File: src/rtl/mtw_pkg.sv
package mtw_pkg;

    typedef enum logic [1:0] {
        ST_IDLE = 2'd0,
        ST_RUN  = 2'd1,
        ST_FIN  = 2'd2
    } mtw_state_e;

    localparam int AX_M   = 0;
    localparam int AX_N   = 1;
    localparam int AX_K   = 2;
    localparam int NUM_AX = 3;

    // Selects which output axis is stepped by a finished tile.
    function automatic int fast_axis(input logic n_first);
        return n_first ? AX_N : AX_M;
    endfunction

endpackage

File: src/rtl/mtw_axis_cnt.sv
module mtw_axis_cnt #(
    parameter int W = 16
) (
    input  logic         clk,
    input  logic         rst,
    input  logic         load,
    input  logic [W-1:0] load_total,
    input  logic [W-1:0] load_base,
    input  logic         step,
    output logic [W-1:0] off,
    output logic [W-1:0] len,
    output logic         last
);
    logic [W-1:0] total_q;
    logic [W-1:0] base_q;
    logic [W-1:0] off_q;
    logic [W:0]   reach;

    // one extra bit so offset+base never wraps
    assign reach = {1'b0, off_q} + {1'b0, base_q};
    assign last  = reach >= {1'b0, total_q};
    assign len   = last ? (total_q - off_q) : base_q;
    assign off   = off_q;

    always_ff @(posedge clk) begin
        if (rst) begin
            total_q <= '0;
            base_q  <= '0;
            off_q   <= '0;
        end else if (load) begin
            total_q <= load_total;
            base_q  <= load_base;
            off_q   <= '0;
        end else if (step) begin
            off_q <= last ? '0 : reach[W-1:0];
        end
    end

    // a tile extent never exceeds the base size and is never empty
    p_len_bound_r5: assert property (@(posedge clk) disable iff (rst)
        (step && base_q != '0 && total_q != '0) |-> (len != '0 && len <= base_q));

endmodule

File: src/rtl/mtw_ctrl.sv
module mtw_ctrl
    import mtw_pkg::*;
(
    input  logic clk,
    input  logic rst,
    input  logic start,
    input  logic fire,
    input  logic final_cmd,
    output logic load,
    output logic cmd_valid,
    output logic done
);
    mtw_state_e state_q;
    mtw_state_e state_d;

    always_comb begin
        state_d = state_q;
        unique case (state_q)
            ST_IDLE: if (start) state_d = ST_RUN;
            ST_RUN:  if (fire && final_cmd) state_d = ST_FIN;
            ST_FIN:  state_d = ST_IDLE;
            default: state_d = ST_IDLE;
        endcase
    end

    always_ff @(posedge clk) begin
        if (rst) state_q <= ST_IDLE;
        else     state_q <= state_d;
    end

    assign load      = (state_q == ST_IDLE) && start;
    assign cmd_valid = (state_q == ST_RUN);
    assign done      = (state_q == ST_FIN);

    // done is a single-cycle pulse
    p_done_single_r7: assert property (@(posedge clk) disable iff (rst)
        done |=> !done);

    // the final accepted command is followed by done
    p_final_done_r7: assert property (@(posedge clk) disable iff (rst)
        (fire && final_cmd) |=> (done && !cmd_valid));

    // a running job keeps running whatever start does
    p_run_hold_r1: assert property (@(posedge clk) disable iff (rst)
        (cmd_valid && !(fire && final_cmd)) |=> cmd_valid);

endmodule

File: src/rtl/mm_tile_walker.sv
module mm_tile_walker
    import mtw_pkg::*;
#(
    parameter int DIM_W = 16
) (
    input  logic             clk,
    input  logic             rst,
    input  logic             start,
    input  logic             order_n_first,
    input  logic [DIM_W-1:0] core_m,
    input  logic [DIM_W-1:0] core_n,
    input  logic [DIM_W-1:0] core_k,
    input  logic [DIM_W-1:0] base_m,
    input  logic [DIM_W-1:0] base_n,
    input  logic [DIM_W-1:0] base_k,
    output logic             cmd_valid,
    input  logic             cmd_ready,
    output logic [DIM_W-1:0] cmd_m_off,
    output logic [DIM_W-1:0] cmd_n_off,
    output logic [DIM_W-1:0] cmd_k_off,
    output logic [DIM_W-1:0] cmd_m_len,
    output logic [DIM_W-1:0] cmd_n_len,
    output logic [DIM_W-1:0] cmd_k_len,
    output logic             cmd_k_first,
    output logic             cmd_k_last,
    output logic             done
);
    logic             load;
    logic             fire;
    logic             final_cmd;
    logic             order_q;
    logic             valid_w;

    logic [DIM_W-1:0] ax_total [NUM_AX];
    logic [DIM_W-1:0] ax_base  [NUM_AX];
    logic [DIM_W-1:0] ax_off   [NUM_AX];
    logic [DIM_W-1:0] ax_len   [NUM_AX];
    logic             ax_last  [NUM_AX];
    logic             ax_step  [NUM_AX];

    always_comb begin
        ax_total[AX_M] = core_m;
        ax_total[AX_N] = core_n;
        ax_total[AX_K] = core_k;
        ax_base[AX_M]  = base_m;
        ax_base[AX_N]  = base_n;
        ax_base[AX_K]  = base_k;
    end

    always_ff @(posedge clk) begin
        if (rst)       order_q <= 1'b0;
        else if (load) order_q <= order_n_first;
    end

    assign fire      = valid_w && cmd_ready;
    assign final_cmd = ax_last[AX_K] && ax_last[AX_M] && ax_last[AX_N];

    // K always moves; the fast output axis moves when K wraps; the slow
    // output axis moves when both K and the fast axis wrap.
    always_comb begin
        ax_step[AX_K] = fire;
        for (int a = 0; a < NUM_AX; a++) begin
            if (a != AX_K) begin
                if (fast_axis(order_q) == a)
                    ax_step[a] = fire && ax_last[AX_K];
                else
                    ax_step[a] = fire && ax_last[AX_K] && ax_last[fast_axis(order_q)];
            end
        end
    end

    for (genvar g = 0; g < NUM_AX; g++) begin : g_axis
        mtw_axis_cnt #(.W(DIM_W)) u_cnt (
            .clk        (clk),
            .rst        (rst),
            .load       (load),
            .load_total (ax_total[g]),
            .load_base  (ax_base[g]),
            .step       (ax_step[g]),
            .off        (ax_off[g]),
            .len        (ax_len[g]),
            .last       (ax_last[g])
        );
    end

    mtw_ctrl u_ctrl (
        .clk       (clk),
        .rst       (rst),
        .start     (start),
        .fire      (fire),
        .final_cmd (final_cmd),
        .load      (load),
        .cmd_valid (valid_w),
        .done      (done)
    );

    assign cmd_valid   = valid_w;
    assign cmd_m_off   = ax_off[AX_M];
    assign cmd_n_off   = ax_off[AX_N];
    assign cmd_k_off   = ax_off[AX_K];
    assign cmd_m_len   = ax_len[AX_M];
    assign cmd_n_len   = ax_len[AX_N];
    assign cmd_k_len   = ax_len[AX_K];
    assign cmd_k_first = (ax_off[AX_K] == '0);
    assign cmd_k_last  = ax_last[AX_K];

    // a stalled command holds every field
    p_stall_hold_r6: assert property (@(posedge clk) disable iff (rst)
        (cmd_valid && !cmd_ready) |=> (cmd_valid && $stable(cmd_m_off) &&
            $stable(cmd_n_off) && $stable(cmd_k_off)));

    // a finished tile is followed by a first slice
    p_new_tile_first_r2: assert property (@(posedge clk) disable iff (rst)
        (fire && cmd_k_last && !final_cmd) |=> cmd_k_first);

    // with order 0 the column offset holds while rows remain
    p_row_fast_r3: assert property (@(posedge clk) disable iff (rst)
        (fire && !order_q && cmd_k_last && !ax_last[AX_M]) |=> $stable(cmd_n_off));

    // with order 1 the row offset holds while columns remain
    p_col_fast_r4: assert property (@(posedge clk) disable iff (rst)
        (fire && order_q && cmd_k_last && !ax_last[AX_N]) |=> $stable(cmd_m_off));

endmodule

File: config.mk
export PLATFORM = sky130hd
export DESIGN_NAME = mm_tile_walker
export DESIGN_NICKNAME = d
export VERILOG_FILES = /design/src/rtl/mtw_pkg.sv /design/src/rtl/mtw_axis_cnt.sv /design/src/rtl/mtw_ctrl.sv /design/src/rtl/mm_tile_walker.sv
export SDC_FILE = /design/constraint.sdc
export NUM_CORES = 1
export LEC_CHECK = 0
export ABC_AREA = 1
export BUFFER_PORTS_ARGS = -buffer_cell sky130_fd_sc_hd__buf_2
export CORE_MARGIN = 2
export CORE_UTILIZATION = 63
export DETAILED_ROUTE_END_ITERATION = 8
export PLACE_DENSITY = 0.88
export SYNTH_ARGS = -nofsm -noshare
export SYNTH_HDL_FRONTEND = slang
export SYNTH_HIERARCHICAL = 1
export SYNTH_SLANG_ARGS = --single-unit
File: constraint.sdc
create_clock -name clk -period 5.4 [get_ports clk]
set_input_delay 0.54 -clock clk [delete_from_list [all_inputs] [get_ports clk]]
set_output_delay 0.54 -clock clk [all_outputs]
set_load 0.05 [all_outputs]
==> qor.csv <==
stage,metric,value,unit
logic_synthesis,cell area after synthesis,12600,sq um
hold_path,type of the worst min-delay path,input port to flip-flop,
clock_network,worst skew pair latency,440,ps
grt,met3 Track Usage GR,5.50,%
routing,DRC viols,0,
timing,Hold Fails Final Rpt,0,
clock_network,CTS Sinks,147,
clock_network,"Reg clk slew, reported paths",70,ps
timing,Final setup violation count,0,
clock_network,clk buf depth,2,
logic_synthesis,post-synthesis cell count,1849,
logic_synthesis,Yosys cell types,47,
logic_synthesis,predominant post-synthesis flop cell,dfxtp_1,
placement,PortBufs,200,
grt,gr usage total,34.4,%
cells_and_area,area of the multi-input gates,8180,sq um
grt,initial antenna violation count,0,
cells_and_area,# diodes,0,
grt,largest net degree at the start of global routing,63,
timing,Tmin final,5100,ps
timing,slew margin rel.,49.2,%
power_and_ir_drop,Gate power share,38.5,%
setup_path,Critical Path AT,4560,ps
floorplan,Ports,201,
routing,Routed WL,36.5,mm
floorplan,Initial Utilization,64.3,%
timing,count of pins over their slew limit,0,
outcome,status,completed,
logic_synthesis,Mean Syn Cell Area,6.79,sq um
timing,fmax,196,MHz
clock_network,CTS Root Cell,clkbuf_16,
floorplan,FP Rows,51,
logic_synthesis,sequential fraction of the synthesis area,23.4,%
power_and_ir_drop,Worst VDD drop,0.000278,V
cells_and_area,Fill cells,1618,
cells_and_area,Storage cell area,2940,sq um
floorplan,chip height,145,microns
grt,vias in the first global route,12000,
setup_path,worst-path cell chain,"ha_1, inv_1, fa_1, o21ai_2, nand3_1, nand2_1, xor2_1, ha_1, nand2_1, inv_1, nand3_1, nor2_1, nand2_1, nand3_1, a21oi_4, nand2_4, inv_6, nand2_2, o21ai_2, buf_2",
routing,initial drt markers,983,
setup_path,worst-path fanout max,30,
timing,worst-margin pin slew,762,ps
clock_network,H-tree depth,4,
logic_synthesis,Synth Register Bits,147,
clock_network,CTS Hold Buffers Added,0,
timing,Clock Skews,12.2,ps
power_and_ir_drop,Sw Ratio,42.2,%
power_and_ir_drop,Clk network pwr share,31.2,%
routing,Avg Vias per Cell,5.62,
setup_path,WS Path Type,flip-flop to output port,
timing,RSZ-0062 raised after global routing,false,
power_and_ir_drop,leakage power,7.23,nW
setup_path,slowest CP cell,fa_1,
grt,grt ovf,0,
routing,DR pass1 iterations,5,
logic_synthesis,ranking of synthesized cells by area,"dfxtp_1, nand2_1, ha_1, inv_1, a21oi_1",
power_and_ir_drop,Power Total,3.94,mW
placement,detailed-placement wirelength estimate,28.5,mm
power_and_ir_drop,internal power,2.28,mW
floorplan,Core Area,19500,sq um
grt,GR peak layer,met2,
timing,TNS Setup,0,ps
floorplan,die width,145,microns
run,MaxCap Viol Count,0,
setup_path,Worst Setup End Kind,output port,
power_and_ir_drop,P_sw,1.66,mW
logic_synthesis,Synth warnings,6,
cells_and_area,"Area growth, synth to finish",12.8,%
logic_synthesis,post-synth top area share,23.4,%
setup_path,critical path startpoint category,flip-flop,
grt,met2 Usage GRT,56.3,%
routing,Wirelength per Cell,15.9,microns
clock_network,post-CTS sizing,0,
placement,routability cong.,0.957,
logic_synthesis,syn nets,2097,
logic_synthesis,Yosys top cell by area,dfxtp_1,
logic_synthesis,"FFs w/ async S/R, synth",0,%
clock_network,CTS tree,done,
power_and_ir_drop,PD cells,278,nW/um^2
grt,met1 usage,45.9,%
power_and_ir_drop,Reg power frac,30.3,%
clock_network,Num CTS Buffers,17,
routing,vias,12900,
grt,first-pass GRT wire length,59.6,mm
logic_synthesis,Post-synth EDFFs,0,
timing,crit share post-route,94.5,%
cells_and_area,nets,2262,
routing,antenna-violating nets left,0,
clock_network,setup repair bufs after CTS,0,
cells_and_area,share of layout cells above drive strength 1,18.4,%
setup_path,CP max stage delay,480,ps
floorplan,Die ar.,21100,sq um
setup_path,Crit path required time,4860,ps
==> stage by stage <==
step                area (sq um)  hold slack (ps)  std cells  utilization, %  setup slack [ps]
floorplan                  12600              458       1849               -              1110
global placement           13600              479       2260            69.5              1040
detailed placement         13600              485       2260            69.5               900
CTS                        14200              326       2292            72.6               379
global route               14200              346       2292            72.6              31.6
finish                     14200              345       2292            72.6               298
==> per-layer routing <==
layer / vias to the layer above / part of all wire, %
li1: 6383 / -
met1: 5868 / 44
met2: 557 / 45
met3: 68 / 7.9
met4: 0 / 2.8
met5: - / 0
==> critical path: cells and delay by family (launching register included) <==
family / cells / cell delay, ps
buf+inv: 4 / 730
fa+ha+maj: 3 / 1060
flops: 1 / 400
compound gates: 3 / 750
xor+xnor: 1 / 310
simple gates: 9 / 850
==> cell usage after synthesis, types with 6 or more instances <==
master / count
nand4_1: 62
nor2_1: 100
a21oi_2: 12
ha_1: 141
a211oi_1: 52
nand2_1: 490
buf_1: 6
nand2_2: 49
o21ai_2: 39
dfxtp_1: 147
a21oi_1: 177
inv_2: 10
a21o_1: 6
buf_12: 7
xor2_1: 36
and2_1: 7
o21ai_0: 21
nand3b_1: 9
fa_1: 6
xnor2_1: 25
nor3_1: 13
inv_1: 265
clkbuf_1: 42
nand3_1: 73
==> registers in the layout (all words and copies together), names as in the netlist <==
signal / count
order_q: 1
u_ctrl/state_q: 2
g_axis.u_cnt/off: 48
g_axis.u_cnt/total_q: 48
g_axis.u_cnt/base_q: 48
==> power groups by stage <==
| stage | clock network (mW) | registers [mW] | logic [mW] |
|---|---|---|---|
| 6_report | 1.23 | 1.19 | 1.52 |
| 5_1_grt | 1.28 | 1.20 | 1.64 |
| 4_1_cts | 1.24 | 1.19 | 1.50 |
| 3_5_place_dp | 0 | 1.22 | 1.49 |
| 3_3_place_gp | 0 | 1.21 | 1.46 |
| 2_1_floorplan | 0 | 1.20 | 1.22 |
==> logic make-up after synthesis <==
group | Yosys count | synth area share [%]
adders and majority gates | 147 | 15.0
xor gates and xnor gates | 61 | 4.26
AOI/OAI and AO/OA | 329 | 16.3
DFF | 147 | 23.4
buffers and inverters | 340 | 11.4
and+or+nand+nor | 825 | 29.6
==> cell type report <==
| class | instances | area share (%) |
|---|---|---|
| Inverter | 279 | 7.53 |
| Clock buffer | 19 | 3.13 |
| Timing Repair Buffer | 207 | 7.45 |
| Clock inverter | 13 | 1.07 |
| Sequential cell | 147 | 20.8 |
| Multi-Input combinational cell | 1362 | 57.7 |
| Tap cell | 265 | 2.34 |
==> layout by cell type (no fill, tap or decap), types with 21 or more instances in the layout <==
cell type | synthesis | final
nand2_1 | 490 | 490
inv_1 | 265 | 264
buf_2 | 3 | 199
a21oi_1 | 177 | 177
dfxtp_1 | 147 | 147
ha_1 | 141 | 141
nor2_1 | 100 | 100
nand3_1 | 73 | 73
nand4_1 | 62 | 62
a211oi_1 | 52 | 52
nand2_2 | 49 | 49
o21ai_2 | 39 | 39
xor2_1 | 36 | 36
xnor2_1 | 25 | 25
o21ai_0 | 21 | 21
==> path summary, 6_finish.rpt <==
| check | start | to | slack (ps) | depth (start not counted) |
|---|---|---|---|---|
| setup / recovery | g_axis[2].u_cnt/off[0] | cmd_k_len[5] | 300 | 20 |
| hold reg to reg | g_axis[0].u_cnt/base_q[0] | g_axis[0].u_cnt/base_q[0] | 500 | 2 |
| hold / removal | base_k[15] | g_axis[2].u_cnt/base_q[15] | 340 | 3 |
| setup reg to reg | g_axis[2].u_cnt/off[0] | g_axis[0].u_cnt/off[15] | 810 | 22 |
Power figures use the tool's default switching activity.
